[config.mk]
export PLATFORM = sky130hd
export DESIGN_NAME = rx_polarity_fixer
export DESIGN_NICKNAME = d
export VERILOG_FILES = /design/src/rtl/rx_pol_pkg.sv /design/src/rtl/rx_pol_pulse_latch.sv /design/src/rtl/rx_pol_frame_run.sv /design/src/rtl/rx_pol_data_flip.sv /design/src/rtl/rx_polarity_fixer.sv
export SDC_FILE = /design/constraint.sdc
export NUM_CORES = 1
export LEC_CHECK = 0
export BUFFER_PORTS_ARGS = -buffer_cell sky130_fd_sc_hd__buf_2
export CAP_MARGIN = 20
export CORE_AREA = 2 2 39 41
export DETAILED_ROUTE_END_ITERATION = 16
export DIE_AREA = 0 0 41 43
export PLACE_DENSITY = 0.46
export SKIP_LAST_GASP = 1
export SYNTH_ARGS = -nofsm -noshare
export SYNTH_HDL_FRONTEND = slang
export SYNTH_HIERARCHICAL = 1
export SYNTH_SLANG_ARGS = --single-unit
export TNS_END_PERCENT = 30
[constraint.sdc]
create_clock -name clk -period 1 [get_ports clk]
set_input_delay 0.1 -clock clk [delete_from_list [all_inputs] [get_ports clk]]
set_output_delay 0.1 -clock clk [all_outputs]
set_load 0.01 [all_outputs]
[src/rtl/rx_pol_pkg.sv]
// Package: shared constants and helpers for the receive polarity block.
// Assumes: nothing beyond a standard elaborator.
package rx_pol_pkg;
    // Default number of consecutive negative-tail frames required
    localparam int unsigned DEF_RUN_THRESH = 4;

    // Width needed to hold a count from 0 to thresh inclusive
    function automatic int unsigned run_cnt_w(input int unsigned thresh);
        return (thresh < 1) ? 1 : $clog2(thresh + 1);
    endfunction
endpackage

[src/rtl/rx_pol_pulse_latch.sv]
// Module: remembers that at least one inverted link pulse has arrived.
// Assumes: lp_stb is a one-cycle strobe; clear_i is a one-cycle request
// raised when the reversal decision is taken; clear wins over a new pulse.
module rx_pol_pulse_latch (
    input  logic clk,
    input  logic rst_n,
    input  logic lp_stb,
    input  logic lp_inv,
    input  logic clear_i,
    output logic seen_o
);
    // Capture inverted-pulse evidence and hold it until cleared
    always_ff @(posedge clk) begin
        if (!rst_n)                seen_o <= 1'b0;
        else if (clear_i)          seen_o <= 1'b0;
        else if (lp_stb && lp_inv) seen_o <= 1'b1;
    end

    // evidence is kept unless a decision clears it
    a_r7_evidence_held: assert property (@(posedge clk) disable iff (!rst_n)
        (seen_o && !clear_i) |=> seen_o);
endmodule

[src/rtl/rx_pol_frame_run.sv]
// Module: counts consecutive end-of-frame events with a negative tail.
// Assumes: eof_stb is a one-cycle strobe; the count saturates at THRESH.
module rx_pol_frame_run #(
    parameter int unsigned THRESH = 4,
    localparam int unsigned CW = rx_pol_pkg::run_cnt_w(THRESH)
) (
    input  logic clk,
    input  logic rst_n,
    input  logic eof_stb,
    input  logic eof_neg,
    output logic full_o
);
    localparam logic [CW-1:0] LIMIT = CW'(THRESH);

    logic [CW-1:0] run_q;

    // Advance, saturate or restart the run on each end of frame
    always_ff @(posedge clk) begin
        if (!rst_n)                      run_q <= '0;
        else if (eof_stb && !eof_neg)    run_q <= '0;
        else if (eof_stb && run_q < LIMIT) run_q <= run_q + 1'b1;
    end

    // Run has reached the required length
    always_comb full_o = (run_q == LIMIT);

    // count never passes the threshold
    a_r6_run_bounded: assert property (@(posedge clk) disable iff (!rst_n)
        run_q <= LIMIT);
    // normal-tail frame restarts the run
    a_r5_run_restart: assert property (@(posedge clk) disable iff (!rst_n)
        (eof_stb && !eof_neg) |=> (run_q == '0));
endmodule

[src/rtl/rx_pol_data_flip.sv]
// Module: optionally inverts the recovered data bit, with no register.
// Assumes: flip_i is stable for the duration of the data it applies to.
module rx_pol_data_flip (
    input  logic flip_i,
    input  logic d_i,
    output logic d_o
);
    // Invert the stream when correction is active
    always_comb d_o = flip_i ? ~d_i : d_i;
endmodule

[src/rtl/rx_polarity_fixer.sv]
// Module: top of the receive polarity detector and corrector.
// Declares a swapped pair once both an inverted link pulse and a run of
// RUN_THRESH negative-tail frames have been captured; the flag is sticky
// until reset. The data path inverts only when fix_en is also set.
// Assumes: strobes are single-cycle and already qualified upstream.
module rx_polarity_fixer #(
    parameter int unsigned RUN_THRESH = rx_pol_pkg::DEF_RUN_THRESH
) (
    input  logic clk,
    input  logic rst_n,
    input  logic lp_stb,
    input  logic lp_inv,
    input  logic eof_stb,
    input  logic eof_neg,
    input  logic fix_en,
    input  logic rxd_in,
    output logic pol_reversed,
    output logic rxd_out
);
    logic pulse_seen;
    logic run_full;
    logic decide;
    logic flip;

    // Decision fires once, when both pieces of evidence are held
    always_comb decide = pulse_seen && run_full && !pol_reversed;
    // Correction active only with reversal known and enabled
    always_comb flip = pol_reversed && fix_en;

    rx_pol_pulse_latch u_pulse (
        .clk     (clk),
        .rst_n   (rst_n),
        .lp_stb  (lp_stb),
        .lp_inv  (lp_inv),
        .clear_i (decide),
        .seen_o  (pulse_seen)
    );

    rx_pol_frame_run #(.THRESH(RUN_THRESH)) u_run (
        .clk     (clk),
        .rst_n   (rst_n),
        .eof_stb (eof_stb),
        .eof_neg (eof_neg),
        .full_o  (run_full)
    );

    rx_pol_data_flip u_flip (
        .flip_i (flip),
        .d_i    (rxd_in),
        .d_o    (rxd_out)
    );

    // Sticky reversal status
    always_ff @(posedge clk) begin
        if (!rst_n)      pol_reversed <= 1'b0;
        else if (decide) pol_reversed <= 1'b1;
    end

    // once declared, stays declared
    a_r8_flag_sticky: assert property (@(posedge clk) disable iff (!rst_n)
        pol_reversed |=> pol_reversed);
    // a rise is backed by both kinds of evidence
    a_r4_needs_both: assert property (@(posedge clk) disable iff (!rst_n)
        $rose(pol_reversed) |-> $past(pulse_seen && run_full));
    // data inverted whenever correction is active
    a_r9_data_inverted: assert property (@(posedge clk) disable iff (!rst_n)
        (pol_reversed && fix_en) |-> (rxd_out != rxd_in));
endmodule

# After elaboration in Yosys (flattened, before gate mapping)
# Index checks and enable logic that the tools add are counted.
# totals
register_bits,5
elab_cells,19
inputBits,8
output_inout_bits,2
# op_classes
reduce_logical,10
n_mux,1
n_bitwise,2
eq_ne,1
n_addsub,1
n_lt_le_gt_ge,1
# ops
operator,n
1-bit logical AND,6
2-bit OR reduction,2
"3-bit by 1-bit adder with 3-bit output, second input constant",1
"3-bit == test, second input constant",1
"3-bit less-than comparator, second input constant",1
1-bit zero test,2
1-bit inverter,2
1-bit two-way mux,1

# Longest topological paths before layout
# Gate-level depths: netlist (run 1).
# depth
ltp_word,4
mapped_depth,6
ltp_nobuf,6

# Hierarchy
# Netlist (run 1), hierarchy kept.
# by_module_without_submodules
mod,cells_per_inst,seq_area_each_um2,area_per_inst_um2,instances
rx_pol_frame_run,19,60.1,175.2,1
rx_polarity_fixer,6,20.0,45.0,1
rx_pol_pulse_latch,3,20.0,37.5,1
rx_pol_data_flip,1,0.0,8.8,1

# Least setup slack after synthesis (run 1)
# OpenSTA, ideal clock, no wires.
# synth_timing
path_type,register to register
start,register u_run.run_q[0]
end,register u_pulse.seen_o
arrival_ns,0.974
n_path_buf,0
stages_incl_launch_ff,7
required_time_ns,0.928
setup_ns,0.072
synth_period_minus_slack_ns,1.047
slack_ns,-0.047
cell_sequence,dfxtp_1 inv_1 ha_1 and2_2 nand2_1 nor2_1 nor3b_2
# synth_via
elab_chain_cells,4
# synth_rtl
element,line,source
"start, declared",rx_pol_frame_run.sv:15,logic [CW-1:0] run_q;
"start signal, assigned",rx_pol_frame_run.sv:21,else if (eof_stb && run_q < LIMIT) run_q <= run_q + 1'b1;
3-bit == test,rx_pol_frame_run.sv:25,always_comb full_o = (run_q == LIMIT);
via run_full,rx_polarity_fixer.sv:21,logic run_full;
1-bit logical AND (2 in a row),rx_polarity_fixer.sv:26,always_comb decide = pulse_seen && run_full && !pol_reversed;
via decide,rx_polarity_fixer.sv:22,logic decide;
2-bit OR reduction (no line),-,
"end signal, assigned",rx_pol_pulse_latch.sv:14,if (!rst_n) seen_o <= 1'b0;
"end signal, assigned",rx_pol_pulse_latch.sv:15,else if (clear_i) seen_o <= 1'b0;
"end signal, assigned",rx_pol_pulse_latch.sv:16,else if (lp_stb && lp_inv) seen_o <= 1'b1;
"end, declared",rx_pol_pulse_latch.sv:10,output logic seen_o
# The timed path passes the listed nets, and every way through them passes these cells.
# A chain may end at the register's enable or synchronous reset.

# Final worst setup path (run 1)
# layout_timing
start,register pol_reversed
end,output rxd_out
# layout_via
elab_chain_cells,2
# layout_rtl
element,line,source
"start, declared",rx_polarity_fixer.sv:17,"output logic pol_reversed,"
"start signal, assigned",rx_polarity_fixer.sv:55,if (!rst_n) pol_reversed <= 1'b0;
"start signal, assigned",rx_polarity_fixer.sv:56,else if (decide) pol_reversed <= 1'b1;
1-bit logical AND,rx_polarity_fixer.sv:28,always_comb flip = pol_reversed && fix_en;
via flip,rx_polarity_fixer.sv:23,logic flip;
1-bit two-way mux,rx_pol_data_flip.sv:9,always_comb d_o = flip_i ? ~d_i : d_i;
"end, declared",rx_polarity_fixer.sv:18,output logic rxd_out
# The timed path passes the listed nets, and every way through them passes these cells.

==> results of run 1 <==
-- state kept, by name, summed over array words and instances, names as in the netlist --
register,count
pol_reversed,1
u_run/run_q,3
u_pulse/seen_o,1
-- what timing repair did --
action | 4_1_cts | 5_1_grt
buffers inserted | 1 | 1
endpoints found under the setup margin | 1 | 3
resized for setup | 2 | 2
pin swaps | 0 | 1
-- layer usage --
metal | up-vias | track usage, %
met3 | 0 | 3.14
li1 | 133 | -
met2 | 8 | 10.6
met4 | 0 | 4.00
met1 | 111 | 8.01
met5 | - | 0
-- cells in the mapped netlist, drive strengths merged --
master | number | share of area (%)
nand2 | 3 | 4.2
xor2 | 1 | 3.3
nor2b | 2 | 4.7
and2 | 2 | 5.2
dfxtp | 5 | 38
a21oi | 3 | 5.6
nor2 | 1 | 1.4
nand2b | 1 | 2.3
inv | 3 | 4.2
o32ai | 1 | 6.1
nand3b | 1 | 2.8
nor3b | 1 | 4.7
o22ai | 1 | 2.3
ha | 2 | 9.4
nor3 | 1 | 1.9
a21boi | 1 | 4.2
-- final cells by class --
class | count | area share [%]
inverter | 3 | 2.83
clock buffer | 4 | 6.60
timing repair buffer | 13 | 18.9
sequential | 5 | 26.1
multi-input combinational | 21 | 40.6
tap | 16 | 5.03
-- through the flow --
stage	utilization [%]	total power, mW	setup slack [ns]	instance area, um^2	hold WS, ns
global placement	25.2	0.270	0.00955	349	0.398
floorplan	-	0.242	0.0321	269	0.228
CTS	27.9	0.510	-0.0603	387	0.162
finish	28.8	0.505	-0.0506	398	0.165
detailed placement	25.2	0.272	0.0137	349	0.414
global route	28.8	0.531	-0.102	398	0.182
-- power by group through the flow --
stage	clock network, mW	registers [mW]	logic, mW
after floorplan	0	0.214	0.0274
after global placement	0	0.214	0.0561
after detailed placement	0	0.214	0.0573
after CTS	0.242	0.211	0.0578
after global routing	0.254	0.211	0.0657
final	0.235	0.211	0.0586
-- path summary, 6_finish.rpt --
path                  startpoint             end  slack (ns)  depth (start not counted)
hold reg to reg   u_run/run_q[2]  u_run/run_q[2]        0.55                          2
setup / recovery    pol_reversed         rxd_out       -0.05                          3
hold / removal             rst_n    pol_reversed        0.16                          2
setup reg to reg  u_run/run_q[0]  u_pulse/seen_o           0                          6
-- logic make-up after synthesis --
logic type      after synthesis  synth area share [%]
simple gates                 12                  27.2
compound gates                6                  18.3
flops                         5                  37.6
buf+inv                       3                  4.23
fa+ha+maj                     2                  9.39
xor+xnor                      1                  3.29
==> impl_metrics.json, run 1 <==
{
  "numPortBuffers": 9,
  "place.gp.congestion": 0.741,
  "num_vias": 252,
  "peakVddDrop_mv": 0.487,
  "via_per_inst": 4.06,
  "met1Wirelength_um": 233,
  "cts_root_buf": "clkbuf_4",
  "hold_violations": 0,
  "path_clk_slew_ns": 0.05,
  "die_y_um": 43,
  "grt_pass1_wl_um": 828,
  "final_common_cell": "buf_2",
  "clkPwrFrac_pct": 46.6,
  "period_share_pct": 105,
  "cts_buffer_depth": 2,
  "pwr-share-seq_pct": 41.8,
  "htree_num_levels": 1,
  "ys_seq_area_share_pct": 37.6,
  "seqCellArea_um2": 104,
  "netlist_instances": 29,
  "met3RoutedLength_um": 44,
  "synth.avg_cell_area_um2": 9.19,
  "die_w_um": 41,
  "antennaDiodeCount": 0,
  "track_usage_pct": 7.12,
  "cp_slowest_cell": "dfxtp_2",
  "dr.max_layer_used": "met3",
  "initial_utilization_pct": 19.3,
  "status": "complete, but fails checks",
  "row_count": 14,
  "skew_ns": 0.00170,
  "ys_seq_elements": 5,
  "fillers": 150,
  "p_leak_nw": 0.185,
  "critPathLaunchType": "flop",
  "crit_fanout": 2,
  "internal_power_uw": 389,
  "nets": 57,
  "swShare_pct": 23.0,
  "slew_headroom_pct": 86.7,
  "pwr-share-comb_pct": 11.6,
  "violations": "negative setup slack",
  "drive_above_1_share_pct": 54.3,
  "clkSinkCount": 5,
  "cap_violations": 0,
  "rsz0062_at_grt": "yes",
  "crit_buf_inv": 1,
  "worstPathArrival_ns": 0.95,
  "fin_ws_ns": -0.0506,
  "grt_overflow": 0,
  "drt-total-wl_um": 561,
  "slowest_delay_ns": 0.31,
  "dpl.hpwl_um": 430,
  "crit_chain": "and2_4 > xor2_1 > buf_2",
  "drc_errors": 0,
  "wire_per_inst_um": 9.05,
  "ios": 10,
  "crit_family": "flip-flops",
  "ant_nets": 0,
  "max_freq_mhz": 952,
  "grt_pass1_vias": 216,
  "critPathKind": "reg -> out",
  "yosys_warnings": 6,
  "fin_cells": 62,
  "end_kind": "output pin",
  "slew_viol_final": 0,
  "core-area_um2": 1380,
  "worst_pin_slew_ns": 0.200,
  "crit_required_ns": 0.90,
  "grt_max_degree": 7,
  "dp_cells": 56,
  "synth_cell_types": 17,
  "fin_crit_ns": 1.05,
  "die-area_um2": 1760,
  "hold_path.class": "in -> reg",
  "grt_antenna_before_repair": 0,
  "p_per_area_nw_per_um2": 1270,
  "tns_ns": -0.0510,
  "syn-num-nets": 39,
  "syn-cell-area_um2": 267,
  "firstDrtPassIters": 4,
  "drtIter0Drc": 2,
  "holdBufCountCts": 0,
  "clk_latency_ns": 0.24,
  "numCtsBuffers": 3,
  "setup_viol": 2,
  "cts_tree": "yes",
  "multi_input_area_um2": 161,
  "layout_common_cells": "buf_2 (9), buf_4 (4)",
  "p_switching_uw": 116,
  "route.met2.wl_um": 283,
  "area_growth_pct": 49.3
}
Note: power is estimated with default switching activity, not from simulation.
==> run 2: changes to the inputs <==
--- a/config.mk
+++ b/config.mk
@@ -10,6 +10,7 @@
 export CORE_AREA = 2 2 39 41
 export DETAILED_ROUTE_END_ITERATION = 16
 export DIE_AREA = 0 0 41 43
+export GPL_TIMING_DRIVEN = 0
 export PLACE_DENSITY = 0.46
 export SKIP_LAST_GASP = 1
 export SYNTH_ARGS = -nofsm -noshare
==> constraint.sdc (replaced) <==
create_clock -name clk -period 1 [get_ports clk]
set_input_delay 0.2 -clock clk [delete_from_list [all_inputs] [get_ports clk]]
set_output_delay 0.2 -clock clk [all_outputs]
set_load 0.01 [all_outputs]
==> run 2 against run 1 <==
  * The run still ends with negative setup slack left
  * Core utilization decreased by 1.9 points
  * Critical path type unchanged
  * Global-route usage decreased by 0.89 points
  * Clock power about the same
  * Die area stayed put
  * Final cell count is 4.8% lower
  * Clock skew grew 0.0031 ns
  * Critical path depth stayed put
  * Worst setup slack worse by 0.10 ns
  * Hold slack better by 0.093 ns
  * Highest routed layer unchanged
  * Wire length fell by 14%
==> impl_metrics.json, run 2 (synthesized netlist as in run 1, its figures left out) <==
{
  "status": "complete, but fails checks",
  "violations": "negative setup slack",
  "cts_root_buf": "clkbuf_4",
  "cap_violations": 0,
  "setup_viol": 3,
  "numPortBuffers": 9,
  "top_regs": "u_run/run_q x3, pol_reversed x1, u_pulse/seen_o x1",
  "crit_fanout": 2,
  "fin_cells": 59,
  "peakVddDrop_mv": 0.374,
  "firstDrtPassIters": 2,
  "p_leak_nw": 0.169,
  "numCtsBuffers": 3,
  "initial_utilization_pct": 19.3,
  "crit_required_ns": 0.80,
  "die-area_um2": 1760,
  "ios": 10,
  "critPathLaunchType": "flop",
  "hold_violations": 0,
  "num_vias": 229,
  "grt_overflow": 0,
  "fillers": 160,
  "largest_reg_flops": 3,
  "path_clk_slew_ns": 0.05,
  "cts_tree": "yes",
  "fin_ws_ns": -0.151,
  "slew_viol_final": 0,
  "clkSinkCount": 5,
  "end_kind": "output pin",
  "grt_pass1_vias": 184,
  "p_per_area_nw_per_um2": 1330,
  "dp_cells": 54,
  "skew_ns": 0.00485,
  "max_freq_mhz": 869,
  "cts_buffer_depth": 2,
  "drc_errors": 0,
  "drtIter0Drc": 2,
  "stdcell_area_um2": 372,
  "core-area_um2": 1380,
  "ant_nets": 0,
  "grt_antenna_before_repair": 0,
  "hold_path.class": "in -> reg",
  "via_per_inst": 3.88,
  "dpl.hpwl_um": 362,
  "die_y_um": 43,
  "period_share_pct": 115,
  "drt-total-wl_um": 485,
  "area_growth_pct": 39.4,
  "post-place-ws_ns": -0.0268,
  "worstPathArrival_ns": 0.95,
  "slew_headroom_pct": 87.9,
  "drive_above_1_share_pct": 46.5,
  "fin_crit_ns": 1.15,
  "antennaDiodeCount": 0,
  "place.gp.congestion": 0.710,
  "rsz0062_at_grt": "yes",
  "die_w_um": 41,
  "final_common_cell": "buf_2",
  "regMostFlops": "u_run/run_q",
  "wire_per_inst_um": 8.22,
  "grt_pass1_wl_um": 641,
  "total_power_uw": 495,
  "worst_pin_slew_ns": 0.182,
  "grt_max_degree": 7,
  "postPlaceCellArea_um2": 334,
  "htree_num_levels": 1,
  "fin_util_pct": 26.9,
  "clk_latency_ns": 0.24,
  "critPathKind": "reg -> out",
  "holdBufCountCts": 0,
  "row_count": 14,
  "nets": 54,
  "track_usage_pct": 6.23
}
==> run 2: cell types whose count changed in the layout (fill, tap and decap cells not counted), sizes merged <==
cell	previous run	this run
buf	13	10
==> run 2: power by group <==
group	internal, mW	switching (mW)
Sequential	0.207	0.00499
Combinational	0.0266	0.0242
Clock	0.151	0.0811
==> run 2: critical path, cell delays in order, from the launching register on <==
cell     delay (ns)
dfxtp_2        0.31
and2_4         0.13
xor2_1         0.14
buf_2          0.13
==> run 2: worst paths after layout <==
path,startpoint,end,slack (ns),cells past startpoint
worst min-delay path,rst_n,pol_reversed,0.26,2
worst min register to register,u_run/run_q[0],u_run/run_q[0],0.49,2
worst max-delay path,pol_reversed,rxd_out,-0.15,3
worst max register to register,u_run/run_q[0],u_pulse/seen_o,-0.02,6
==> run 2: stage by stage <==
step | TNS [ns] | hold WS, ns
5_1_grt | -0.430 | 0.258
2_1_floorplan | 0 | 0.328
3_3_place_gp | -0.0219 | 0.482
4_1_cts | -0.218 | 0.251
3_5_place_dp | -0.0268 | 0.486
6_report | -0.182 | 0.258
==> run 2: repair_timing <==
item | in CTS | in global routing
gates resized for setup | 2 | 0
endpoints found under the setup margin | 2 | 4
setup buffers | 1 | 0
==> run 2: cell type report <==
type	instances	area, um^2	share of cell area [%]
multi-input combinational	21	159	42.8
inverter	3	11.3	3.03
tap	16	20.0	5.39
timing repair buffer	10	52.6	14.1
clock buffer	4	26.3	7.07
sequential	5	103	27.6
==> run 2: per-layer routing <==
metal / up-vias / global-route usage, % / part of all wire (%)
met1: 96 / 5.81 / 42
met4: 0 / 6.00 / 0
met5: - / 0 / 0
met2: 8 / 8.13 / 46
met3: 0 / 4.71 / 11
li1: 125 / - / -
